**config.mk**
```make
export PLATFORM = sky130hd
export DESIGN_NAME = ptpcap_unit
export DESIGN_NICKNAME = d
export VERILOG_FILES = /design/src/rtl/ptpcap_pkg.sv /design/src/rtl/ptpcap_timebase.sv /design/src/rtl/ptpcap_cfg.sv /design/src/rtl/ptpcap_route.sv /design/src/rtl/ptpcap_slot.sv /design/src/rtl/ptpcap_unit.sv
export SDC_FILE = /design/constraint.sdc
export NUM_CORES = 1
export LEC_CHECK = 0
export ABC_AREA = 1
export BUFFER_PORTS_ARGS = -buffer_cell sky130_fd_sc_hd__buf_2
export CAP_MARGIN = 20
export CORE_UTILIZATION = 44
export DETAILED_ROUTE_END_ITERATION = 16
export PLACE_DENSITY_LB_ADDON = 0.05
export REMOVE_ABC_BUFFERS = 1
export SYNTH_ARGS = -nofsm -noshare
export SYNTH_HDL_FRONTEND = slang
export SYNTH_SLANG_ARGS = --single-unit
```
**constraint.sdc**
```tcl
create_clock -name clk -period 2.2 [get_ports clk]
set_input_delay 0 -clock clk [delete_from_list [all_inputs] [get_ports clk]]
set_output_delay 0 -clock clk [all_outputs]
set_load 0.01 [all_outputs]
```
**src/rtl/ptpcap_pkg.sv**
```systemverilog
package ptpcap_pkg;

    // number of capture slots and their fixed roles
    localparam int NSLOT    = 3;
    localparam int SLOT_RX0 = 0;
    localparam int SLOT_RX1 = 1;
    localparam int SLOT_TX  = 2;
    localparam int SEL_W    = $clog2(NSLOT + 1);

    typedef enum logic {
        SLOT_FREE = 1'b0,
        SLOT_HELD = 1'b1
    } slot_state_e;

endpackage

```
**src/rtl/ptpcap_timebase.sv**
```systemverilog
module ptpcap_timebase #(
    parameter int TS_W = 32
) (
    input  logic            clk,
    input  logic            rst_n,
    output logic [TS_W-1:0] count
);

    always_ff @(posedge clk) begin
        if (!rst_n) count <= '0;
        else        count <= count + 1'b1;
    end

endmodule

```
**src/rtl/ptpcap_cfg.sv**
```systemverilog
module ptpcap_cfg #(
    parameter int          MASK_W     = 16,
    parameter logic [15:0] EN_RESET   = 16'h0203,
    parameter logic [15:0] STEER_RESET = 16'h0202
) (
    input  logic              clk,
    input  logic              rst_n,
    input  logic              we,
    input  logic              sel,
    input  logic [MASK_W-1:0] wdata,
    output logic [MASK_W-1:0] en_q,
    output logic [MASK_W-1:0] steer_q
);

    always_ff @(posedge clk) begin
        if (!rst_n) begin
            en_q    <= MASK_W'(EN_RESET);
            steer_q <= MASK_W'(STEER_RESET);
        end else if (we) begin
            if (sel) steer_q <= wdata;
            else     en_q    <= wdata;
        end
    end

endmodule

```
**src/rtl/ptpcap_route.sv**
```systemverilog
module ptpcap_route
    import ptpcap_pkg::*;
#(
    parameter int TYPE_W = 4,
    localparam int MASK_W = 1 << TYPE_W
) (
    input  logic              rx_stb,
    input  logic [TYPE_W-1:0] rx_type,
    input  logic              tx_stb,
    input  logic [TYPE_W-1:0] tx_type,
    input  logic [MASK_W-1:0] en_mask,
    input  logic [MASK_W-1:0] steer_mask,
    output logic [NSLOT-1:0]  hit
);

    logic rx_take;
    logic tx_take;

    assign rx_take = rx_stb && en_mask[rx_type];
    assign tx_take = tx_stb && en_mask[tx_type];

    always_comb begin
        hit = '0;
        if (rx_take) begin
            if (steer_mask[rx_type]) hit[SLOT_RX1] = 1'b1;
            else                     hit[SLOT_RX0] = 1'b1;
        end
        hit[SLOT_TX] = tx_take;
    end

endmodule

```
**src/rtl/ptpcap_slot.sv**
```systemverilog
module ptpcap_slot
    import ptpcap_pkg::*;
#(
    parameter int TS_W  = 32,
    parameter int SEQ_W = 16
) (
    input  logic             clk,
    input  logic             rst_n,
    input  logic             hit,
    input  logic [TS_W-1:0]  ts_in,
    input  logic [SEQ_W-1:0] seq_in,
    input  logic             rel,
    input  logic             clr,
    output logic             vld,
    output logic             ovr,
    output logic [TS_W-1:0]  ts,
    output logic [SEQ_W-1:0] seq
);

    slot_state_e state_q;
    slot_state_e state_d;
    logic        capture;
    logic        overrun;

    // state register
    always_ff @(posedge clk) begin
        if (!rst_n) state_q <= SLOT_FREE;
        else        state_q <= state_d;
    end

    // transitions: CAPTURE (FREE->HELD), RELEASE (HELD->FREE)
    always_comb begin
        state_d = state_q;
        capture = 1'b0;
        overrun = 1'b0;
        unique case (state_q)
            SLOT_FREE: begin
                if (hit) begin
                    state_d = SLOT_HELD;
                    capture = 1'b1;
                end
            end
            SLOT_HELD: begin
                overrun = hit;
                if (rel) state_d = SLOT_FREE;
            end
            default: state_d = SLOT_FREE;
        endcase
    end

    // outputs
    always_ff @(posedge clk) begin
        if (!rst_n) begin
            ovr <= 1'b0;
            ts  <= '0;
            seq <= '0;
        end else begin
            if (capture) begin
                ts  <= ts_in;
                seq <= seq_in;
            end
            if (overrun)  ovr <= 1'b1;
            else if (clr) ovr <= 1'b0;
        end
    end

    assign vld = (state_q == SLOT_HELD);

endmodule

```
**src/rtl/ptpcap_unit.sv**
```systemverilog
module ptpcap_unit
    import ptpcap_pkg::*;
#(
    parameter int          TS_W        = 32,
    parameter int          SEQ_W       = 16,
    parameter int          TYPE_W      = 4,
    parameter logic [15:0] EN_RESET    = 16'h0203,
    parameter logic [15:0] STEER_RESET = 16'h0202,
    localparam int         MASK_W      = 1 << TYPE_W
) (
    input  logic              clk,
    input  logic              rst_n,
    input  logic              rx_stb,
    input  logic [TYPE_W-1:0] rx_type,
    input  logic [SEQ_W-1:0]  rx_seq,
    input  logic              tx_stb,
    input  logic [TYPE_W-1:0] tx_type,
    input  logic [SEQ_W-1:0]  tx_seq,
    input  logic              cfg_we,
    input  logic              cfg_sel,
    input  logic [MASK_W-1:0] cfg_wdata,
    output logic [MASK_W-1:0] en_mask,
    output logic [MASK_W-1:0] steer_mask,
    output logic [TS_W-1:0]   time_now,
    input  logic [SEL_W-1:0]  sel_slot,
    input  logic              rel_stb,
    input  logic              ovr_clr_stb,
    output logic              sel_vld,
    output logic              sel_ovr,
    output logic [TS_W-1:0]   sel_ts,
    output logic [SEQ_W-1:0]  sel_seq
);

    logic [NSLOT-1:0]            slot_hit;
    logic [NSLOT-1:0]            slot_vld;
    logic [NSLOT-1:0]            slot_ovr;
    logic [NSLOT-1:0][TS_W-1:0]  slot_ts;
    logic [NSLOT-1:0][SEQ_W-1:0] slot_seq;

    ptpcap_timebase #(.TS_W(TS_W)) u_time (
        .clk   (clk),
        .rst_n (rst_n),
        .count (time_now)
    );

    ptpcap_cfg #(
        .MASK_W      (MASK_W),
        .EN_RESET    (EN_RESET),
        .STEER_RESET (STEER_RESET)
    ) u_cfg (
        .clk     (clk),
        .rst_n   (rst_n),
        .we      (cfg_we),
        .sel     (cfg_sel),
        .wdata   (cfg_wdata),
        .en_q    (en_mask),
        .steer_q (steer_mask)
    );

    ptpcap_route #(.TYPE_W(TYPE_W)) u_route (
        .rx_stb     (rx_stb),
        .rx_type    (rx_type),
        .tx_stb     (tx_stb),
        .tx_type    (tx_type),
        .en_mask    (en_mask),
        .steer_mask (steer_mask),
        .hit        (slot_hit)
    );

    for (genvar k = 0; k < NSLOT; k++) begin : g_slot
        logic             pick;
        logic [SEQ_W-1:0] seq_src;

        assign pick    = (sel_slot == SEL_W'(k));
        assign seq_src = (k == SLOT_TX) ? tx_seq : rx_seq;

        ptpcap_slot #(.TS_W(TS_W), .SEQ_W(SEQ_W)) u_slot (
            .clk    (clk),
            .rst_n  (rst_n),
            .hit    (slot_hit[k]),
            .ts_in  (time_now),
            .seq_in (seq_src),
            .rel    (rel_stb && pick),
            .clr    (ovr_clr_stb && pick),
            .vld    (slot_vld[k]),
            .ovr    (slot_ovr[k]),
            .ts     (slot_ts[k]),
            .seq    (slot_seq[k])
        );
    end

    // read-side selection; indices past the last slot read zero
    always_comb begin
        sel_vld = 1'b0;
        sel_ovr = 1'b0;
        sel_ts  = '0;
        sel_seq = '0;
        for (int k = 0; k < NSLOT; k++) begin
            if (sel_slot == SEL_W'(k)) begin
                sel_vld = slot_vld[k];
                sel_ovr = slot_ovr[k];
                sel_ts  = slot_ts[k];
                sel_seq = slot_seq[k];
            end
        end
    end

endmodule

```
==> impl_metrics.json, run 1 <==
{
  "global_route_wire_length_before_repair_mm": 49.6,
  "worst-setup-path-type": "reg -> out",
  "vias": 10279,
  "numCtsBuffers": 25,
  "io_buffers": 179,
  "worstSkewPairLatency_ps": 520,
  "power_density_nw_per_um2": 747,
  "chain_of_cells_forming_the_critical_path": "clkinv_1, buf_4, o221ai_1, buf_2",
  "postLayoutCoreUtil_pct": 56.7,
  "dpl_cell_area_um2": 11500,
  "synth_top_cell_area_share_pct": 41.9,
  "num_rows": 55,
  "synth_seq_cells": 214,
  "finalInstanceArea_um2": 12900,
  "grt_setup_unrepaired": "no",
  "yosys-top-cells-area": "sky130_fd_sc_hd__dfxtp_1 (42%), sky130_fd_sc_hd__nand2_1 (14%), sky130_fd_sc_hd__inv_1 (9.0%)",
  "worst_clock_skew_ps": 6.83,
  "groute.usage.overall_pct": 25.6,
  "design.final.nets": 1813,
  "critPathMaxFanout": 49,
  "worstPathRequired_ps": 2200,
  "maxClockFrequency_mhz": 524,
  "core-area_um2": 22700,
  "synthesis.area_per_instance_um2": 6.64,
  "drt_iter0_markers": 638,
  "cts_sinks": 214,
  "clk_pin_slew_worst_paths_ps": 60,
  "grt_start_max_net_pins": 66,
  "finalWirelength_mm": 30.5,
  "design.portCount": 180,
  "final_period_minus_worst_setup_slack_ps": 1910,
  "routed_wire_length_per_instance_um": 14.9,
  "die_width_um": 154,
  "worst_path_largest_cell_delay_ps": 490,
  "worst_ep_arrival_time_ps": 1910,
  "maxCapViolCount": 0,
  "setup_viol": 0,
  "report.power.total_uw": 9630,
  "postRouteAntennaNets": 0,
  "nFillCells": 2240,
  "static-leakage-power_uw": 0.00604,
  "timing.final.hold_violations": 0,
  "peakVddDrop_v": 0.000561,
  "setup_total_negative_slack_ps": 0,
  "synth_top_area_cell": "sky130_fd_sc_hd__dfxtp_1",
  "status": "completed",
  "hold_class": "in -> reg",
  "remaining_drc_errors": 0,
  "initial_utilization_pct": 45.1,
  "cts_buffer_depth": 3,
  "ys.warnings.count": 0,
  "worstSetupEndpointType": "primary output",
  "setup.worst_path.start_class": "flop",
  "vertical_die_dimension_um": 154,
  "finalWeightedCongestion": 0.877,
  "cp_slowest_cell": "sky130_fd_sc_hd__buf_4",
  "post_synth_num_cell_types": 32,
  "ant_diodes": 0,
  "first_global_vias": 9643,
  "setup_bufs_post_cts": 0,
  "dr.pass1.iters": 5,
  "final_min_period_over_clock_period_pct": 86.7,
  "slew-limit-headroom_pct": 52.1,
  "worst-slew-pin-transition_ps": 718,
  "estimated_wirelength_of_the_detail_placed_design_mm": 19.6,
  "die_area_um2": 23900,
  "number_of_antenna_violations_at_the_first_check_in_global_routing": 0,
  "tritoncts": "done",
  "drive_above_1_share_pct": 15.5,
  "clock_tree.htree_level_count": 1,
  "avgViaCountPerCell": 5.02,
  "final_max_slew_viol_count": 0,
  "synth-seq-area-share_pct": 41.9,
  "clock-root-buffer": "sky130_fd_sc_hd__clkbuf_16",
  "mappedNetlistArea_um2": 10200,
  "instance_count_of_the_mapped_netlist": 1541,
  "syn2layout_area_growth_pct": 26.0,
  "gr-total-overflow": 0
}
power breakdown:
part,total (uW),leakage (uW),switching [uW],internal (uW)
Clock,4060,0.000403,1630,2430
Combinational,1410,0.00389,894,519
Sequential,4150,0.00174,71.2,4080
Total,9630,0.00604,2600,7030
cells in the final DEF (no fill, tap or decap), types with 2 or more instances in the layout:
| cell | netlist | layout |
|---|---|---|
| sky130_fd_sc_hd__inv_1 | 246 | 244 |
| sky130_fd_sc_hd__nor3_2 | 2 | 2 |
| sky130_fd_sc_hd__nand2_1 | 392 | 390 |
| sky130_fd_sc_hd__o211ai_1 | 9 | 9 |
| sky130_fd_sc_hd__buf_2 | 20 | 178 |
| sky130_fd_sc_hd__xor2_1 | 4 | 4 |
| sky130_fd_sc_hd__nor3_1 | 13 | 13 |
| sky130_fd_sc_hd__inv_2 | 3 | 3 |
| sky130_fd_sc_hd__clkbuf_1 | 47 | 5 |
| sky130_fd_sc_hd__nand3_1 | 96 | 96 |
| sky130_fd_sc_hd__a21oi_1 | 103 | 103 |
| sky130_fd_sc_hd__nor2_1 | 181 | 180 |
| sky130_fd_sc_hd__buf_4 | 11 | 28 |
| sky130_fd_sc_hd__o221ai_1 | 49 | 49 |
| sky130_fd_sc_hd__dlygate4sd3_1 | 0 | 57 |
| sky130_fd_sc_hd__o21ai_0 | 49 | 49 |
| sky130_fd_sc_hd__clkbuf_8 | 0 | 7 |
| sky130_fd_sc_hd__nor3b_1 | 2 | 2 |
| sky130_fd_sc_hd__clkbuf_16 | 0 | 25 |
| sky130_fd_sc_hd__nand2_2 | 2 | 4 |
| sky130_fd_sc_hd__nand4_4 | 0 | 2 |
| sky130_fd_sc_hd__nand4_1 | 60 | 60 |
| sky130_fd_sc_hd__nor4_1 | 7 | 7 |
| sky130_fd_sc_hd__buf_12 | 0 | 12 |
| sky130_fd_sc_hd__clkinv_1 | 1 | 3 |
| sky130_fd_sc_hd__nor2_4 | 1 | 3 |
| sky130_fd_sc_hd__clkinv_2 | 0 | 5 |
| sky130_fd_sc_hd__dfxtp_1 | 214 | 214 |
worst paths after layout:
kind / start / to / slack (ps) / depth (start not counted)
worst max-delay path: g_slot[0].u_slot.vld$_SDFF_PN0_ / sel_vld / 290 / 4
worst min register to register: g_slot[2].u_slot.ts[0]$_SDFFE_PN0P_ / g_slot[2].u_slot.ts[0]$_SDFFE_PN0P_ / 460 / 2
worst max register to register: u_time.count[1]$_SDFF_PN0_ / u_time.count[16]$_SDFF_PN0_ / 300 / 10
worst min-delay path: cfg_we / u_cfg.steer_q[14]$_SDFFE_PN0P_ / 20 / 3
worst max-delay path: cells and delay by family (launching register included):
kind / cells / cell delay [ps]
buf+inv: 3 / 780
flops: 1 / 320
compound gates: 1 / 280
final cells by class:
cell class | instances | area, um2 | area share, %
multi-input cells | 980 | 4590 | 35.6
flip-flops and latches | 214 | 4280 | 33.2
repair buffers | 275 | 1910 | 14.8
inverters | 250 | 938 | 7.28
clock buffers | 37 | 741 | 5.75
well taps | 285 | 357 | 2.77
clock inverters | 7 | 63.8 | 0.495
per-stage QoR:
stage | cells | worst slack [ps] | hold slack (ps)
floorplan | 1444 | -560 | 93.5
global placement | 1947 | 274 | 235
global route | 2048 | 101 | 45.6
finish | 2048 | 293 | 18.8
CTS | 2048 | 217 | 4.95
detailed placement | 1947 | 248 | 239
sequential cells by signal, indices dropped and copies added (netlist names):
| name | flops |
|---|---|
| g_slot.u_slot.seq | 48 |
| g_slot.u_slot.vld | 3 |
| g_slot.u_slot.ts | 96 |
| u_time.count | 32 |
| g_slot.u_slot.ovr | 3 |
| u_cfg.steer_q | 16 |
| u_cfg.en_q | 16 |
timing repair:
item | in CTS | in global routing
resized for setup | 0 | 1
hold endpoints to repair | 94 | 0
setup endpoints to repair | 0 | 10
hold buffers | 57 | 0
cell usage after synthesis (all sizes together):
cell	count
ha	1
xnor2	1
dfxtp	214
nor3	15
nand3	97
clkbuf	47
nand4	62
nor3b	2
nand3b	1
nor4	7
o21ai	49
buf	50
nor2	184
clkinv	1
a21oi	103
nand2	394
o211ai	9
xor2	4
or2	2
inv	249
o221ai	49
metal layers:
layer	track usage, %	vias to the layer above	wire length, um
li1	-	5310	-
met1	33.4	4685	14100
met2	44.7	244	14500
met3	3.28	40	1440
met4	6.08	0	535
met5	0	-	0
kinds of logic after synthesis:
kind of cell / after synthesis / share of synthesized area, %
AOI/OAI and AO/OA: 210 / 12.3
DFF: 214 / 41.9
and+or+nand+nor: 764 / 31.7
xor gates and xnor gates: 5 / 0.428
adders and majority gates: 1 / 0.122
buffers and inverters: 347 / 13.6
(Power assumes the default switching activity.)
==> inputs of run 2 (changes only) <==
--- a/config.mk
+++ b/config.mk
@@ -5,7 +5,6 @@
 export SDC_FILE = /design/constraint.sdc
 export NUM_CORES = 1
 export LEC_CHECK = 0
-export ABC_AREA = 1
 export BUFFER_PORTS_ARGS = -buffer_cell sky130_fd_sc_hd__buf_2
 export CAP_MARGIN = 20
 export CORE_UTILIZATION = 44
==> impl_metrics.json, run 2 <==
{
  "cts_sinks": 214,
  "finalInstanceArea_um2": 12500,
  "dr.pass1.iters": 4,
  "cp_slowest_cell": "sky130_fd_sc_hd__mux4_2",
  "core-area_um2": 21300,
  "numCtsBuffers": 24,
  "routed_wire_length_per_instance_um": 15.1,
  "ys_top_cells_by_count": "sky130_fd_sc_hd__nand2_1 (277), sky130_fd_sc_hd__dfxtp_1 (214), sky130_fd_sc_hd__mux2i_1 (202), sky130_fd_sc_hd__nor2b_1 (56)",
  "synth_enable_flop_cells": 0,
  "drt_iter0_markers": 281,
  "setup_total_negative_slack_ps": -26.1,
  "worstSkewPairLatency_ps": 510,
  "post_synth_num_cell_types": 38,
  "first_global_vias": 7377,
  "worstSetupEndpointType": "flop",
  "largest_reg_flops": 96,
  "slew-limit-headroom_pct": 56.2,
  "synth_seq_cells": 214,
  "largest_registers": "g_slot.u_slot.ts: 96 flops, g_slot.u_slot.seq: 48 flops, u_time.count: 32 flops",
  "yosys-top-cells-area": "sky130_fd_sc_hd__dfxtp_1 (44%), sky130_fd_sc_hd__mux2i_1 (21%), sky130_fd_sc_hd__nand2_1 (11%)",
  "synth-seq-area-share_pct": 44.4,
  "chain_of_cells_forming_the_critical_path": "mux4_2, mux2_4, mux2i_1, a21boi_2, and2b_4, buf_12, mux2i_1",
  "async_flop_share_pct": 0,
  "finalWirelength_mm": 23.7,
  "synth_ff_type": "sky130_fd_sc_hd__dfxtp_1",
  "avgViaCountPerCell": 4.92,
  "static-leakage-power_uw": 0.00509,
  "groute.usage.overall_pct": 21.1,
  "peakVddDrop_v": 0.000600,
  "postRouteAntennaNets": 0,
  "drive_above_1_share_pct": 22.4,
  "postLayoutCoreUtil_pct": 58.7,
  "num_rows": 53,
  "gr-total-overflow": 0,
  "setup.worst_path.start_class": "flop",
  "grt_start_max_net_pins": 75,
  "max_flop_register": "g_slot.u_slot.ts",
  "worst_clock_skew_ps": 10.5,
  "worst_path_largest_cell_delay_ps": 460,
  "syn2layout_area_growth_pct": 29.6,
  "number_of_antenna_violations_at_the_first_check_in_global_routing": 0,
  "synth_top_area_cell": "sky130_fd_sc_hd__dfxtp_1",
  "status": "complete, but fails checks",
  "vertical_die_dimension_um": 150,
  "estimated_wirelength_of_the_detail_placed_design_mm": 15.5,
  "hold_class": "in -> reg",
  "io_buffers": 179,
  "grt_setup_unrepaired": "yes",
  "die_width_um": 150,
  "instance_count_of_the_mapped_netlist": 1047,
  "global_route_wire_length_before_repair_mm": 38.2,
  "die_area_um2": 22500,
  "cell_type_with_the_highest_occurrence_count_on_the_critical_path": "sky130_fd_sc_hd__mux2i_1",
  "setup_slack_of_the_critical_path_after_layout_ps": -11.5,
  "vias": 7736,
  "final_max_slew_viol_count": 0,
  "mappedNetlistArea_um2": 9640,
  "dpl_cell_area_um2": 11100,
  "nFillCells": 1935,
  "critPathMaxFanout": 14,
  "design.portCount": 180,
  "finalWeightedCongestion": 0.794,
  "initial_utilization_pct": 45.3,
  "clock_tree.htree_level_count": 1,
  "clock-root-buffer": "sky130_fd_sc_hd__clkbuf_16",
  "synth_top_cell_area_share_pct": 44.4,
  "final_period_minus_worst_setup_slack_ps": 2210,
  "timing.final.hold_violations": 0,
  "power_density_nw_per_um2": 738,
  "top_library_cells_by_usage_in_the_layout_fill_and_taps_aside": "sky130_fd_sc_hd__nand2_1 (277), sky130_fd_sc_hd__dfxtp_1 (211), sky130_fd_sc_hd__mux2i_1 (201)",
  "violations_in_the_final_reports": "negative setup slack",
  "worst-setup-path-type": "reg -> reg",
  "ant_diodes": 0,
  "maxCapViolCount": 0,
  "setup_viol": 4,
  "maxClockFrequency_mhz": 452,
  "tritoncts": "done",
  "remaining_drc_errors": 0,
  "most_common_library_cell_in_the_layout_ignoring_fill_and_taps": "sky130_fd_sc_hd__nand2_1",
  "synth_most_common_cell": "sky130_fd_sc_hd__nand2_1",
  "clk_pin_slew_worst_paths_ps": 60,
  "ys.warnings.count": 0,
  "worst-slew-pin-transition_ps": 657,
  "final_min_period_over_clock_period_pct": 101,
  "worst_ep_arrival_time_ps": 2640,
  "synthesis.area_per_instance_um2": 9.21,
  "design.final.nets": 1350,
  "cts_buffer_depth": 3,
  "worstPathRequired_ps": 2630
}
run 2: cell types whose count changed after synthesis, moves of 52 or more:
| cell | previous run | this run |
|---|---|---|
| sky130_fd_sc_hd__a21oi_1 | 103 | 4 |
| sky130_fd_sc_hd__inv_1 | 246 | 2 |
| sky130_fd_sc_hd__mux2i_1 | 0 | 202 |
| sky130_fd_sc_hd__nand2_1 | 392 | 277 |
| sky130_fd_sc_hd__nand3_1 | 96 | 18 |
| sky130_fd_sc_hd__nand4_1 | 60 | 8 |
| sky130_fd_sc_hd__nor2_1 | 181 | 4 |
| sky130_fd_sc_hd__nor2b_1 | 0 | 56 |
run 2: cell families after synthesis:
group	synth area share [%]
AOI/OAI and AO/OA	6.62
and+or+nand+nor	19.6
muxes	23.1
DFF	44.4
xor gates and xnor gates	2.27
adders and majority gates	0.130
buffers and inverters	3.85
run 2: per-layer routing:
metal / track usage [%] / up-vias / share of wire (%)
met5: 0 / - / 0
li1: - / 3997 / -
met2: 34.5 / 163 / 45
met3: 3.23 / 20 / 4.7
met4: 4.24 / 0 / 1.0
met1: 29.4 / 3556 / 49
run 2: timing repair:
action / in CTS / in global routing
endpoints found under the hold margin: 102 / 0
endpoints found under the setup margin: 0 / 46
setup buffers: 0 / 1
gates resized for setup: 0 / 5
hold buffers: 53 / 0
run 2: report_power, final:
group	switching, uW	internal [uW]	total, uW
logic	457	436	894
registers	54.1	3960	4010
clock network	1550	2770	4320
run 2: cell type report:
| type | count | area (um2) | area share (%) |
|---|---|---|---|
| Clock buffer | 37 | 781 | 6.25 |
| Clock inverter | 4 | 95.1 | 0.761 |
| Inverter | 2 | 7.51 | 0.0601 |
| Multi-Input combinational cell | 758 | 5020 | 40.2 |
| Sequential cell | 214 | 4290 | 34.3 |
| Tap cell | 275 | 344 | 2.75 |
| Timing Repair Buffer | 283 | 1960 | 15.7 |
run 2: final timing paths:
kind / start / endpoint / slack [ps] / cells past startpoint
min: tx_type[3] / g_slot[2].u_slot.vld$_SDFF_PN0_ / 50 / 4
max reg2reg: u_cfg.steer_q[3]$_SDFFE_PN0P_ / g_slot[0].u_slot.ts[27]$_SDFFE_PN0P_ / -10 / 7
min reg2reg: g_slot[0].u_slot.seq[13]$_SDFFE_PN0P_ / g_slot[0].u_slot.seq[13]$_SDFFE_PN0P_ / 450 / 2
max: u_cfg.steer_q[3]$_SDFFE_PN0P_ / g_slot[0].u_slot.ts[27]$_SDFFE_PN0P_ / -10 / 7
run 2: through the flow:
step	hold WS, ps	setup WS [ps]	total power (uW)	cells
after floorplan	71.8	-2550	4520	974
final	53.7	-11.5	9230	1573
after global placement	238	33.3	4910	1477
after global routing	84.9	-94.2	9600	1573
after CTS	35.9	0.287	9340	1571
after detailed placement	245	20.8	4910	1477
run 2: critical path, delay by kind of cell (launching register included):
kind,cells,cell delay (ps)
compound gates,1,200
buf+inv,1,200
flops,1,320
mux,4,1090
simple gates,1,300
